$ cat config.mk
export PLATFORM = sky130hd
export DESIGN_NAME = uart_host_bus
export DESIGN_NICKNAME = d
export VERILOG_FILES = /design/src/rtl/uart_hbus_pkg.sv /design/src/rtl/hbus_strobe_sync.sv /design/src/rtl/hbus_addr_latch.sv /design/src/rtl/hbus_reg_file.sv /design/src/rtl/uart_host_bus.sv
export SDC_FILE = /design/constraint.sdc
export NUM_CORES = 1
export LEC_CHECK = 0
export BUFFER_PORTS_ARGS = -buffer_cell sky130_fd_sc_hd__clkbuf_2
export CORE_MARGIN = 5
export CORE_UTILIZATION = 52
export CTS_CLUSTER_DIAMETER = 60
export DETAILED_ROUTE_END_ITERATION = 16
export GPL_ROUTABILITY_DRIVEN = 0
export HOLD_SLACK_MARGIN = 0.02
export PLACE_DENSITY = 0.9
export SETUP_SLACK_MARGIN = 0.15
export SLEW_MARGIN = 40
export SYNTH_ARGS = -nofsm -noshare
export SYNTH_HDL_FRONTEND = slang
export SYNTH_SLANG_ARGS = --single-unit
$ cat constraint.sdc
create_clock -name clk -period 3.3 [get_ports clk]
set_input_delay 0.33 -clock clk [delete_from_list [all_inputs] [get_ports clk]]
set_output_delay 0.33 -clock clk [all_outputs]
set_load 0.05 [all_outputs]
$ cat src/rtl/uart_hbus_pkg.sv
package uart_hbus_pkg;

    localparam int SLOT_W    = 3;
    localparam int NUM_SLOTS = 1 << SLOT_W;

    typedef enum logic [SLOT_W-1:0] {
        SLOT_DATA  = 3'd0,
        SLOT_IEN   = 3'd1,
        SLOT_IID   = 3'd2,
        SLOT_LCTL  = 3'd3,
        SLOT_MCTL  = 3'd4,
        SLOT_LSTAT = 3'd5,
        SLOT_MSTAT = 3'd6,
        SLOT_NONE  = 3'd7
    } slot_e;

    typedef struct packed {
        logic  sel;
        slot_e slot;
    } bus_addr_t;

    function automatic logic slot_writable(slot_e s);
        return (s == SLOT_DATA) || (s == SLOT_IEN) ||
               (s == SLOT_LCTL) || (s == SLOT_MCTL);
    endfunction

    function automatic logic [NUM_SLOTS-1:0] slot_write_vec(slot_e s);
        logic [NUM_SLOTS-1:0] v;
        v = '0;
        if (slot_writable(s)) v[s] = 1'b1;
        return v;
    endfunction

endpackage

$ cat src/rtl/hbus_strobe_sync.sv
module hbus_strobe_sync #(
    parameter int N = 2
) (
    input  logic         clk,
    input  logic         rst,
    input  logic [N-1:0] strb_n_i,
    output logic [N-1:0] act_o,
    output logic [N-1:0] rise_o
);
    logic [N-1:0] s1_q, s2_q;

    for (genvar i = 0; i < N; i++) begin : g_strb
        always_ff @(posedge clk) begin
            if (rst) begin
                s1_q[i] <= 1'b1;
                s2_q[i] <= 1'b1;
            end else begin
                s1_q[i] <= strb_n_i[i];
                s2_q[i] <= s1_q[i];
            end
        end
        assign act_o[i]  = ~s1_q[i];
        assign rise_o[i] = s1_q[i] & ~s2_q[i];


        rise_single_chk: assert property (@(posedge clk) disable iff (rst)
            rise_o[i] |=> !rise_o[i]);
    end
endmodule

$ cat src/rtl/hbus_addr_latch.sv
module hbus_addr_latch
    import uart_hbus_pkg::*;
(
    input  logic              clk,
    input  logic              rst,
    input  logic              as_n_i,
    input  logic              cs_i,
    input  logic [SLOT_W-1:0] addr_i,
    output bus_addr_t         lat_o
);
    bus_addr_t lat_q;

    always_ff @(posedge clk) begin
        if (rst) begin
            lat_q <= '{sel: 1'b0, slot: SLOT_DATA};
        end else if (!as_n_i) begin
            lat_q.sel  <= cs_i;
            lat_q.slot <= slot_e'(addr_i);
        end
    end

    assign lat_o = lat_q;


    addr_hold_chk: assert property (@(posedge clk) disable iff (rst)
        as_n_i |=> $stable(lat_q));
endmodule

$ cat src/rtl/hbus_reg_file.sv
module hbus_reg_file
    import uart_hbus_pkg::*;
#(
    parameter int DATA_W = 8
) (
    input  logic                 clk,
    input  logic                 rst,
    input  logic [NUM_SLOTS-1:0] we_i,
    input  logic [DATA_W-1:0]    wdata_i,
    input  slot_e                rslot_i,
    input  logic [DATA_W-1:0]    rx_byte_i,
    input  logic [DATA_W-1:0]    irq_id_i,
    input  logic [DATA_W-1:0]    line_stat_i,
    input  logic [DATA_W-1:0]    modem_stat_i,
    output logic [DATA_W-1:0]    tx_byte_o,
    output logic [DATA_W-1:0]    irq_en_o,
    output logic [DATA_W-1:0]    line_ctl_o,
    output logic [DATA_W-1:0]    modem_ctl_o,
    output logic [DATA_W-1:0]    rmux_o
);
    typedef struct packed {
        logic [DATA_W-1:0] tx;
        logic [DATA_W-1:0] ien;
        logic [DATA_W-1:0] lctl;
        logic [DATA_W-1:0] mctl;
    } store_t;

    store_t st_q;

    always_ff @(posedge clk) begin
        if (rst) begin
            st_q <= '0;
        end else begin
            if (we_i[SLOT_DATA]) st_q.tx   <= wdata_i;
            if (we_i[SLOT_IEN])  st_q.ien  <= wdata_i;
            if (we_i[SLOT_LCTL]) st_q.lctl <= wdata_i;
            if (we_i[SLOT_MCTL]) st_q.mctl <= wdata_i;
        end
    end

    always_comb begin
        unique case (rslot_i)
            SLOT_DATA:  rmux_o = rx_byte_i;
            SLOT_IEN:   rmux_o = st_q.ien;
            SLOT_IID:   rmux_o = irq_id_i;
            SLOT_LCTL:  rmux_o = st_q.lctl;
            SLOT_MCTL:  rmux_o = st_q.mctl;
            SLOT_LSTAT: rmux_o = line_stat_i;
            SLOT_MSTAT: rmux_o = modem_stat_i;
            default:    rmux_o = '0;
        endcase
    end

    assign tx_byte_o   = st_q.tx;
    assign irq_en_o    = st_q.ien;
    assign line_ctl_o  = st_q.lctl;
    assign modem_ctl_o = st_q.mctl;


    we_onehot_chk: assert property (@(posedge clk) disable iff (rst)
        $onehot0(we_i));

    ien_keep_chk: assert property (@(posedge clk) disable iff (rst)
        !we_i[SLOT_IEN] |=> $stable(st_q.ien));

    lctl_keep_chk: assert property (@(posedge clk) disable iff (rst)
        !we_i[SLOT_LCTL] |=> $stable(st_q.lctl));
endmodule

$ cat src/rtl/uart_host_bus.sv
module uart_host_bus
    import uart_hbus_pkg::*;
#(
    parameter int DATA_W = 8
) (
    input  logic                 clk,
    input  logic                 rst,
    input  logic                 cs_i,
    input  logic                 as_n_i,
    input  logic [SLOT_W-1:0]    addr_i,
    input  logic                 wr_n_i,
    input  logic                 rd_n_i,
    input  logic [DATA_W-1:0]    wdata_i,
    output logic [DATA_W-1:0]    rdata_o,
    output logic                 drv_dis_o,
    input  logic [DATA_W-1:0]    rx_byte_i,
    input  logic [DATA_W-1:0]    irq_id_i,
    input  logic [DATA_W-1:0]    line_stat_i,
    input  logic [DATA_W-1:0]    modem_stat_i,
    output logic [DATA_W-1:0]    tx_byte_o,
    output logic                 tx_load_o,
    output logic                 rx_ack_o,
    output logic [DATA_W-1:0]    irq_en_o,
    output logic [DATA_W-1:0]    line_ctl_o,
    output logic [DATA_W-1:0]    modem_ctl_o,
    output logic [NUM_SLOTS-1:0] slot_we_o
);
    localparam int STRB_RD = 0;
    localparam int STRB_WR = 1;

    logic [1:0]           act, rise;
    bus_addr_t            lat;
    logic [DATA_W-1:0]    wr_hold_q;
    logic [DATA_W-1:0]    rmux;
    logic [DATA_W-1:0]    rdata_q;
    logic [NUM_SLOTS-1:0] we;
    logic                 rd_sel;

    hbus_strobe_sync #(.N(2)) u_sync (
        .clk      (clk),
        .rst      (rst),
        .strb_n_i ({wr_n_i, rd_n_i}),
        .act_o    (act),
        .rise_o   (rise)
    );

    hbus_addr_latch u_alat (
        .clk    (clk),
        .rst    (rst),
        .as_n_i (as_n_i),
        .cs_i   (cs_i),
        .addr_i (addr_i),
        .lat_o  (lat)
    );

    // Holds the byte seen in the last cycle the write strobe was low.
    always_ff @(posedge clk) begin
        if (rst)          wr_hold_q <= '0;
        else if (!wr_n_i) wr_hold_q <= wdata_i;
    end

    assign we = (rise[STRB_WR] && lat.sel) ? slot_write_vec(lat.slot) : '0;

    hbus_reg_file #(.DATA_W(DATA_W)) u_regs (
        .clk          (clk),
        .rst          (rst),
        .we_i         (we),
        .wdata_i      (wr_hold_q),
        .rslot_i      (lat.slot),
        .rx_byte_i    (rx_byte_i),
        .irq_id_i     (irq_id_i),
        .line_stat_i  (line_stat_i),
        .modem_stat_i (modem_stat_i),
        .tx_byte_o    (tx_byte_o),
        .irq_en_o     (irq_en_o),
        .line_ctl_o   (line_ctl_o),
        .modem_ctl_o  (modem_ctl_o),
        .rmux_o       (rmux)
    );

    assign rd_sel = act[STRB_RD] && lat.sel;

    always_ff @(posedge clk) begin
        if (rst) rdata_q <= '0;
        else     rdata_q <= rd_sel ? rmux : '0;
    end

    assign rdata_o   = rdata_q;
    assign drv_dis_o = ~rd_sel;
    assign rx_ack_o  = rise[STRB_RD] && lat.sel && (lat.slot == SLOT_DATA);
    assign tx_load_o = we[SLOT_DATA];
    assign slot_we_o = we;


    rdata_idle_chk: assert property (@(posedge clk) disable iff (rst)
        drv_dis_o |=> rdata_o == '0);

    ack_pulse_chk: assert property (@(posedge clk) disable iff (rst)
        rx_ack_o |=> !rx_ack_o);

    tx_load_chk: assert property (@(posedge clk) disable iff (rst)
        tx_load_o |=> tx_byte_o == $past(wr_hold_q));

    nosel_chk: assert property (@(posedge clk) disable iff (rst)
        !lat.sel |-> (slot_we_o == '0) && !rx_ack_o);
endmodule

# --- Word-level counts from Yosys, hierarchy flattened ---
# Index checks and enable logic that the tools add are counted.
word_totals:
  output_inout_bits: 51
  input_bits: 49
  regBits: 56
  wordCells: 41
op_classes:
  reduce_logical: 10
  muxes: 5
  eq_ne: 6
  magnitude_cmp: 2
  bitwise_logic: 6
op_table:
  columns: ["operator", "count"]
  rows:
  - ["one-hot mux 8 bit (7 select lines)", 1]
  - ["two-way mux 8 bit", 2]
  - ["== test 3 bit (second input constant)", 3]
  - ["== test 3 x 2 -> 1 bit (second input constant)", 2]
  - ["logical AND 1 bit", 5]
  - ["< comparator 3 x 4 -> 1 bit (second input constant)", 1]
  - ["inverter 1 bit", 4]
  - ["demux 1 bit (select 3 bit)", 1]
  - ["== test 3 x 1 -> 1 bit (second input constant)", 1]
  - ["greater-or-equal comparator 3 x 1 -> 1 bit (second input constant)", 1]
  - ["zero test 3 bit", 1]
  - ["logical OR 1 bit", 3]
  - ["AND 1 bit", 2]
  - ["OR reduction 2 bit", 1]
  - ["two-way mux 1 bit", 1]

# --- Longest topological paths before layout ---
# Gate-level depths: netlist of run 1.
logic_depth:
  depth_word: 6
  mapped_depth: 6
  ltp_nobuf: 4

# --- Cells and area by module ---
# A second synthesis of run 1 with hierarchy kept.
hier_totals:
  cells_unflattened: 249
  hier_area_um2: 2487.4
by_module_without_submodules:
  columns: ["module", "seq_area_each_um2", "cells_per_inst", "area_each_um2", "instances"]
  rows:
  - ["hbus_reg_file", 640.6, 166, 1615.3, 1]
  - ["uart_host_bus", 320.3, 58, 606.8, 1]
  - ["hbus_addr_latch", 80.1, 13, 140.1, 1]
  - ["hbus_strobe_sync", 80.1, 12, 125.1, 1]

# --- Least setup slack after synthesis of run 1 ---
# OpenSTA, ideal clock, no wires.
synth_path:
  kind: "register to output"
  start: "register u_alat.lat_q (netlist bit u_alat.lat_o[1])"
  end: "output port rx_ack_o"
  arrival_ns: 1.974
  n_path_buf: 1
  t_required_ns: 2.970
  stages_incl_launch_ff: 5
  setup_slack_ns: 0.996
  path_cell_list: "dfxtp_1 buf_6 nor2_2 nand3b_1 nor3b_1"
synth_between:
  elab_chain_cells: 2
synth_lines:
  columns: ["element", "line", "text"]
  rows:
  - ["start, declared", "hbus_addr_latch.sv:11", "bus_addr_t lat_q;"]
  - ["start signal, assigned", "hbus_addr_latch.sv:15", "lat_q <= '{sel: 1'b0, slot: SLOT_DATA};"]
  - ["zero test 3 bit", "uart_host_bus.sv:90", "assign rx_ack_o = rise[STRB_RD] && lat.sel && (lat.slot == SLOT_DATA);"]
  - ["logical AND 1 bit", "uart_host_bus.sv:90", null]
  - ["end, declared", "uart_host_bus.sv:22", "output logic rx_ack_o,"]
# Every way passes these cells.

# --- Worst setup path after layout of run 1 ---
layout_path:
  start: "register u_alat.lat_q (netlist bit u_alat.lat_o[1])"
  end: "output port slot_we_o[4]"
layout_between:
  elab_chain_cells: 6
  elab_cells_between_ends: 14
  classes_between: "2 x order compare; 3 x eq/ne; 4 x mux; 5 x reduce/logical"
layout_lines:
  columns: ["element", "line", "text"]
  rows:
  - ["< comparator 3 x 4 -> 1 bit (not written as such) (tied with other cells)", "uart_hbus_pkg.sv:30", "if (slot_writable(s)) v[s] = 1'b1;"]
  - ["logical AND 1 bit (not written as such) or logical OR 1 bit (tied branches)", "uart_hbus_pkg.sv:30, uart_hbus_pkg.sv:23", null]
  - ["two-way mux 1 bit (not written as such) or logical OR 1 bit (tied branches)", "uart_hbus_pkg.sv:30, uart_hbus_pkg.sv:23", null]
  - ["demux 1 bit (select 3 bit) or logical OR 1 bit (tied branches)", "uart_hbus_pkg.sv:30, uart_hbus_pkg.sv:24", null]
  - ["two-way mux 8 bit *", "uart_hbus_pkg.sv:30", null]
  - ["two-way mux 8 bit *", "uart_host_bus.sv:62", "assign we = (rise[STRB_WR] && lat.sel) ? slot_write_vec(lat.slot) : '0;"]
  - ["end, declared", "uart_host_bus.sv:26", "output logic [NUM_SLOTS-1:0] slot_we_o"]
# Every way passes the cells marked *; elsewhere a longest branch is shown, timed or not.

==> metrics.md, run 1 <==
| Metric | Value |
|---|---|
| Tot GR Track Use | 0.208 |
| Ratio of cells with drive above 1 in the final layout | 0.315 |
| Vias in the first global route | around 2100 |
| Worst slack at placement | roughly 1000 ps |
| Total gr overflow | 0 |
| Hold-fix buffers, CTS | 0 |
| Max-cap violations | 0 |
| Die area | roughly 6300 sq um |
| WP data arrival | around 2200 ps |
| Count of final hold-check violations | 0 |
| Starting DRT DRC Count | between 100 and 150 |
| Internal power | 0.000968 W |
| Status | finished, final reports clean |
| TritonCTS Sinks | between 50 and 60 |
| CP Launch Type | flop |
| CTS Buf Count | 5 |
| Htree depth | 2 |
| R2r setup slk | between 1000 and 1500 ps |
| Ports | 100 |
| Leakage | between 1.5 and 2 nW |
| Chip Width | about 79 um |
| P per Cell Area | between 400 and 500 nW/um^2 |
| Period utilization | 0.764 |
| Port bufs | 95 |
| Multi-input gate area | ~1200 sq um |
| Clk slew on worst S/H paths | 90 ps |
| Initial core utilization | 0.532 |
| RSZ-0062 raised after global routing | no |
| Pre-antenna DRT Iters | 4 |
| Mean Syn Cell Area | roughly 9.2 sq um |
| Worst-Margin Slew | 817 ps |
| Worst-case clock buffer depth | 2 |
| Critical path type | reg -> out |
| Root Driver | clkbuf_8 |
| Routed wire length | around 6.5 mm |
| Post-synthesis cell type count | 32 |
| Most common library cell in the layout ignoring fill and taps | clkbuf_2 |
| Req. time, crit path | just under 3000 ps |
| Final worst slack | 780 ps |
| Filler Cells Inserted | around 380 |
| Net Sw Frac | 0.237 |
| Setup TNS | 0 ps |
| Largest net degree at the start of global routing | between 40 and 50 |
| Most frequent cells in the layout | clkbuf_2 (94), dfxtp_1 (55), mux2i_1 (51) |
| Sequential element share of the synthesized area | 0.449 |
| Sequential Area | roughly 1100 sq um |
| Number of synthesized register bits | 56 |
| Critical path fanouts, max | 21 |
| Synth warn | 0 |
| Fmax | approximately 400 MHz |
| NetSw | roughly 0.0003 W |
| DR vias/cell | 5.40 |
| Post-route ant nets | 0 |
| Post-cts resize count | 0 |
| Skew final | 5.90 ps |
| Area Growth Syn to Fin | 21.0% |
| N_diodes | 0 |
| Crit. End Element | output port |
| Die Ht | 79.3 um |
| Min Tclk post-route | approximately 2500 ps |
| Worst vdd ir | roughly 180 uV |
| Rel. slew slack | 0.454 |
| Layout Nets | just over 400 |
| First-pass GRT wire length | 10.2 mm |
| Area of the core | around 4700 sq um |
| Max Slew Vio Count | 0 |
| Synth Cell Area | ~2500 sq um |
| WL/cell | about 16 um |
| # DRC | 0 |
| Initial antenna violation count | 0 |
| Clk pwr share | 0.343 |
| Vias post-DR | 2208 |
| HPWL after DPL | 4.91 mm |
| Clk_lat worst skew | just over 300 ps |
| CTS tree | yes |
| HP Class | in -> reg |
| Mapped Cells | 271 |
| Postcts setup bufs | 0 |
| Combinational share of power | 0.097 |
| Sequential power share | 0.560 |
| Rows | 25 |
| Setup violators final | 0 |
[critical path, cell delays in order, from the launching register on]
cell      delay (ps)
dfxtp_1          860
inv_1            290
nand4_1          410
inv_1             80
clkbuf_2         240
[flip-flops by register name (all words and copies together), names as in the netlist]
name,count
rdata_o,8
u_sync.s1_q,2
u_alat.lat_o,4
u_regs.irq_en_o,8
u_regs.modem_ctl_o,8
u_regs.line_ctl_o,8
wr_hold_q,8
u_sync.s2_q,2
u_regs.tx_byte_o,8
[kinds of logic after synthesis]
logic type / synth area share
compound gates: 0.0822
buf+inv: 0.0731
flops: 0.449
mux: 0.213
other cells: 0.00150
simple gates: 0.181
[synth_stat cells (all sizes together)]
master	instances	area share
and4bb	1	0.0050
nand3	14	0.030
nor2b	2	0.0050
nor2	50	0.076
clkbuf	7	0.011
mux2i	51	0.20
nand3b	4	0.012
a211oi	3	0.0090
a31oi	5	0.013
conb	1	0.0015
nor3b	1	0.0030
nand4	1	0.0025
or2b	1	0.0030
a2111oi	2	0.0070
o21ai	3	0.0060
nor3	2	0.0040
mux4	1	0.0090
and3	1	0.0025
or3	2	0.0050
a221oi	3	0.011
nand2b	1	0.0025
buf	18	0.054
or2	3	0.0075
a211o	2	0.0070
nand2	15	0.023
a21oi	15	0.030
dfxtp	56	0.45
inv	6	0.0090
[power by group through the flow]
stage	registers, W	logic [W]	clock network, W
6_report	0.000711	0.000123	0.000435
5_1_grt	0.000713	0.000135	0.000479
4_1_cts	0.000710	0.000123	0.000445
3_5_place_dp	0.000726	0.000122	0
3_3_place_gp	0.000724	0.000121	0
2_1_floorplan	0.000715	0.0000970	0
[metrics by stage]
step	util	hold slack, ps	power (W)	area (sq um)	cells
final	0.644	199	0.00127	3020	409
after global routing	0.644	212	0.00133	3020	409
after CTS	0.644	192	0.00128	3020	409
after detailed placement	0.621	452	0.000848	2910	401
after global placement	0.621	446	0.000845	2910	401
after floorplan	-	422	0.000812	2510	274
[final timing paths]
| path | start | endpoint | cells after the start |
|---|---|---|---|
| setup / recovery | u_alat.lat_o[1] | slot_we_o[4] | 4 |
| hold reg to reg | u_regs.tx_byte_o[7] | u_regs.tx_byte_o[7] | 2 |
| hold / removal | rd_n_i | u_sync.s1_q[0] | 2 |
| setup reg to reg | u_alat.lat_o[1] | u_regs.modem_ctl_o[5] | 5 |
[area by class of cell]
class | instances | area share
clock buffers | 6 | 0.0240
clock inverters | 2 | 0.0116
inverters | 6 | 0.00745
multi-input cells | 187 | 0.399
flip-flops and latches | 56 | 0.371
well taps | 54 | 0.0224
repair buffers | 98 | 0.165
[per-layer routing]
metal / global-route usage / vias up / wire length [um]
met3: 0.0533 / 13 / 569
li1: - / 1087 / -
met4: 0.0842 / 0 / 133
met2: 0.350 / 95 / 3130
met5: 0 / - / 0
met1: 0.252 / 1013 / 2670
No activity file was read; power rests on OpenSTA's default activity.
==> run 2: changes to the inputs <==
Settings changed: CORE_UTILIZATION 52 to 48, PLACE_DENSITY 0.9 to 0.84.
Clock period 3.3 ns to 2.6 ns, I/O delays scaled along.
==> metrics.md, run 2 (synthesis gave the netlist of run 1 again) <==
| Metric | Value |
|---|---|
| Fmax | between 400 and 500 MHz |
| Period utilization | 0.854 |
| WP data arrival | 1960 ps (-230 ps) |
| WHS | 130 ps (-69.3 ps) |
| Routed wire length | 6.48 mm (-0.20%) |
| Root Driver | clkbuf_8 |
| Min Tclk post-route | approximately 2200 ps |
| Post-route ant nets | 0 (unchanged) |
| Die area | 6750 sq um (+7.3%) |
| Sequential Area | 1120 sq um (-0.11%) |
| Ports | 100 (unchanged) |
| Vias post-DR | 2224 (+0.72%) |
| Die Ht | 82.1 um (+3.6%) |
| Worst-case clock buffer depth | 2 (unchanged) |
| CTS Buf Count | 5 (unchanged) |
| Pre-antenna DRT Iters | 4 (unchanged) |
| Htree depth | 2 (unchanged) |
| Leakage | 1.54 nW (about the same) |
| First-pass GRT wire length | 10.1 mm (-0.61%) |
| Chip Width | 82.1 um (+3.6%) |
| Critical path type | reg -> out |
| Filler Cells Inserted | 457 (+21%) |
| Area of the core | 5070 sq um (+8.2%) |
| N_diodes | 0 (unchanged) |
| WL/cell | 15.2 um (-4.2%) |
| Most frequent cells in the layout | clkbuf_2 (94), dfxtp_1 (56), mux2i_1 (51) |
| Largest net degree at the start of global routing | 48 (-2.0%) |
| Layout Nets | 405 (+0.50%) |
| Most common library cell in the layout ignoring fill and taps | clkbuf_2 |
| Skew final | 4.54 ps (-1.37 ps) |
| Worst-Margin Slew | 529 ps (-288 ps) |
| CTS tree | yes |
| Clk slew on worst S/H paths | 90 ps (about the same) |
| DR vias/cell | 5.22 (-3.3%) |
| HPWL after DPL | 5.08 mm (+3.4%) |
| Initial core utilization | 0.492 (-0.0402) |
| Total gr overflow | 0 (unchanged) |
| Vias in the first global route | 2123 (unchanged) |
| Slowest CP cell | and4bb_1 |
| HP Class | in -> reg |
| CP Launch Type | flop |
| Req. time, crit path | 2340 ps (-630 ps) |
| Count of final hold-check violations | 0 (unchanged) |
| Status | finished, final reports clean |
| Clk_lat worst skew | 310 ps (about the same) |
| Max-cap violations | 0 (unchanged) |
| Tot GR Track Use | 0.197 (-0.0112) |
| Setup violators final | 0 (unchanged) |
| Finished Core Util | 0.600 (-0.0439) |
| Port bufs | 95 (unchanged) |
| Worst vdd ir | 288 uV (+62%) |
| TritonCTS Sinks | 56 (unchanged) |
| Rel. slew slack | 0.647 (+0.192) |
| Largest stage delay, worst path | 480 ps (-380 ps) |
| # DRC | 0 (unchanged) |
| Crit-path cells | and4bb_1, nand3_2, inv_1, clkbuf_2 |
| Multi-input gate area | 1210 sq um (+0.41%) |
| Initial antenna violation count | 0 (unchanged) |
| P per Cell Area | 495 nW/um^2 (+18%) |
| Starting DRT DRC Count | 107 (-15%) |
| Hold-fix buffers, CTS | 0 (unchanged) |
| Max Slew Vio Count | 0 (unchanged) |
| Ratio of cells with drive above 1 in the final layout | 0.317 (+0.00192) |
| Setup TNS | 0 ps (unchanged) |
| Rows | 26 (+4.0%) |
| RSZ-0062 raised after global routing | no |
| Critical path fanouts, max | 11 (-48%) |
| Area Growth Syn to Fin | 22.0% |
| Crit. End Element | output port |
run 2: worst max-delay path: cells and delay by family (launching register included):
family	cells	cell delay, ps
simple gates	2	830
buf+inv	2	410
flops	1	410
run 2: final timing paths:
path | startpoint | endpoint | slack (ps) | cells after the start
max reg2reg | u_alat.lat_o[0] | rdata_o[3] | 710 | 5
min reg2reg | u_regs.tx_byte_o[0] | u_regs.tx_byte_o[0] | 460 | 2
max | u_alat.lat_o[3] | slot_we_o[3] | 380 | 4
min | rd_n_i | u_sync.s1_q[0] | 130 | 2
run 2: power breakdown:
group / switching (W) / internal (W) / total, W
combinational: 0.0000994 / 0.0000730 / 0.000172
clock: 0.000258 / 0.000184 / 0.000442
sequential: 0.0000200 / 0.000872 / 0.000892
run 2: per-layer routing:
metal | vias up | part of all wire | GRT usage | wire length (um)
met2 | 87 | 0.48 | 0.324 | 3100
met4 | 0 | 0.022 | 0.0914 | 142
li1 | 1091 | - | - | -
met1 | 1032 | 0.43 | 0.250 | 2790
met5 | - | 0 | 0 | 0
met3 | 14 | 0.070 | 0.0358 | 454
run 2: cell type report:
| type | count | area share |
|---|---|---|
| tap | 70 | 0.0287 |
| clock buffer | 6 | 0.0238 |
| sequential | 56 | 0.368 |
| multi-input combinational | 187 | 0.397 |
| timing repair buffer | 100 | 0.173 |
| clock inverter | 1 | 0.00164 |
| inverter | 6 | 0.00739 |
run 2: stage by stage:
stage / instances / setup slack, ps / area [sq um] / total power, W
after floorplan: 274 / 366 / 2510 / 0.00103
after global placement: 419 / 669 / 2960 / 0.00108
after detailed placement: 419 / 608 / 2960 / 0.00108
after CTS: 426 / 251 / 3040 / 0.00152
after global routing: 426 / 181 / 3050 / 0.00158
final: 426 / 381 / 3050 / 0.00151
run 2: repair_timing:
| item | 4_1_cts | 5_1_grt |
|---|---|---|
| buffers inserted | 0 | 0 |
| resized for setup | 0 | 1 |
| setup endpoints to repair | 0 | 1 |
==> run 3: changes to the inputs <==
Settings changed: CORE_MARGIN 5 to 2.
Clock period 2.6 ns to 2.14 ns, I/O delays scaled along.
==> metrics.md, run 3 (synthesis gave the netlist of run 1 again) <==
| Metric | Value |
|---|---|
| Status | finished, final reports clean |
| HP Class | in -> reg |
| Largest net degree at the start of global routing | 47 (-2.1%) |
| Internal power | 0.00141 W (+25%) |
| Leakage | 1.55 nW (+0.89%) |
| WHS | 87.7 ps (-42.0 ps) |
| Critical path type | reg -> out |
| Area Growth Syn to Fin | 23.4% |
| Max-cap violations | 0 (unchanged) |
| Crit-path cells | buf_4, nor2b_1, nand4_1, inv_1, clkbuf_2 |
| Metal-1 WL | 2.61 mm (-6.2%) |
| WL/cell | 14.8 um (-2.6%) |
| NetSw | 0.000477 W (+26%) |
| Layout Nets | 408 (+0.74%) |
| Post-route ant nets | 0 (unchanged) |
| Area of the core | 5070 sq um (unchanged) |
| Starting DRT DRC Count | 186 (+74%) |
| Net Sw Frac | 0.252 (+0.00163) |
| WP data arrival | 1700 ps (-260 ps) |
| Root Driver | clkbuf_8 |
| TritonCTS Sinks | 56 (unchanged) |
| Clk slew on worst S/H paths | 90 ps (about the same) |
| Fmax | around 520 MHz |
| Most common library cell in the layout ignoring fill and taps | clkbuf_2 |
| Clk pwr share | 0.312 (+0.019) |
| Count of final hold-check violations | 0 (unchanged) |
| Setup TNS | 0 ps (unchanged) |
| Hold path depth | 2 (unchanged) |
| Routed wire length | 6.38 mm (-1.7%) |
| Worst reg-to-reg path cell count | 6 (+1) |
| Min Tclk post-route | around 1900 ps |
| Port bufs | 95 (unchanged) |
| Worst vdd ir | 371 uV (+29%) |
| Req. time, crit path | 1930 ps (-410 ps) |
| Tot GR Track Use | 0.221 (+0.0245) |
| Vias post-DR | 2248 (+1.1%) |
| Die area | 5800 sq um (-14%) |
| Clk_lat worst skew | 300 ps (about the same) |
| CTS Buf Count | 5 (unchanged) |
| Ratio of cells with drive above 1 in the final layout | 0.331 (+0.0131) |
| Metal2 WL | 3.15 mm (+1.5%) |
| Combinational share of power | 0.115 (about the same) |
| Rows | 26 (unchanged) |
| Sequential power share | 0.572 (-0.020) |
| Ports | 100 (unchanged) |
| Slowest CP cell | dfxtp_1 |
| Die Ht | 76.1 um (-7.3%) |
| Hold-fix buffers, CTS | 0 (unchanged) |
| Initial core utilization | 0.492 (unchanged) |
| Initial antenna violation count | 0 (unchanged) |
| Total gr overflow | 0 (unchanged) |
| Crit. End Element | output port |
| Skew final | 3.82 ps (-0.719 ps) |
| DR top layer | met4 |
| N_diodes | 0 (unchanged) |
| Htree depth | 2 (unchanged) |
| Chip Width | 76.1 um (-7.3%) |
| Pre-antenna DRT Iters | 4 (unchanged) |
| P per Cell Area | 614 nW/um^2 (+24%) |
| Max Slew Vio Count | 0 (unchanged) |
| # DRC | 0 (unchanged) |
| RSZ-0062 raised after global routing | yes |
| Worst-case clock buffer depth | 2 (unchanged) |
| CP Launch Type | flop |
| Largest stage delay, worst path | 360 ps (-120 ps) |
| DR vias/cell | 5.23 (+0.14%) |
| Setup violators final | 0 (unchanged) |
| Metal3 WL | 482 um (+6.2%) |
| Vias in the first global route | 2196 (+3.4%) |
| Most frequent cells in the layout | clkbuf_2 (95), dfxtp_1 (56), mux2i_1 (51) |
| First-pass GRT wire length | 10.4 mm (+2.7%) |
| Period utilization | 0.895 |
| CTS tree | yes |
| Critical path fanouts, max | 12 (+1) |
| HPWL after DPL | 4.75 mm (-6.5%) |
[run 3: final timing paths]
kind                      endpoint                 from  slack, ps
max                   slot_we_o[4]      u_alat.lat_o[0]        220
min                 u_sync.s1_q[0]               rd_n_i         90
max reg2reg  u_regs.modem_ctl_o[4]      u_alat.lat_o[1]        470
min reg2reg    u_regs.tx_byte_o[3]  u_regs.tx_byte_o[3]        470
[run 3: repair_timing]
action,4_1_cts,5_1_grt
endpoints found under the hold margin,0,0
pin swaps,0,0
resized for setup,2,2
endpoints found under the setup margin,2,3
buffers inserted,0,0
[run 3: critical path: cells and delay by family, from the launching register on]
family        cells  cell delay (ps)
simple gates      2              460
buf+inv           3              570
flops             1              360
[run 3: routing by layer]
layer	global-route usage	vias to the layer above
met5	0	-
met4	0.0836	0
met3	0.0675	16
met2	0.376	99
met1	0.264	1035
li1	-	1098
[run 3: cell type report]
type	count	area (sq um)
fill	470	1990
multi-input combinational	187	1220
sequential	56	1120
timing repair buffer	103	536
tap	70	87.6
clock buffer	7	86.3
inverter	6	22.5
clock inverter	1	7.51
[run 3: power groups by stage]
stage                     logic [W]  clock network [W]  registers, W
after floorplan            0.000150                  0       0.00110
after global routing       0.000239           0.000638       0.00109
after global placement     0.000210                  0       0.00110
after CTS                  0.000217           0.000601       0.00108
final                      0.000218           0.000591       0.00108
after detailed placement   0.000215                  0       0.00110
[run 3: per-stage QoR]
stage | util | setup slack, ps | power, W | instances | instance area [sq um]
finish | 0.607 | 225 | 0.00189 | 430 | 3080
global route | 0.607 | 121 | 0.00196 | 430 | 3080
CTS | 0.606 | 188 | 0.00190 | 430 | 3070
detailed placement | 0.587 | 378 | 0.00132 | 422 | 2980
global placement | 0.587 | 422 | 0.00131 | 422 | 2980
floorplan | - | 354 | 0.00125 | 274 | 2510
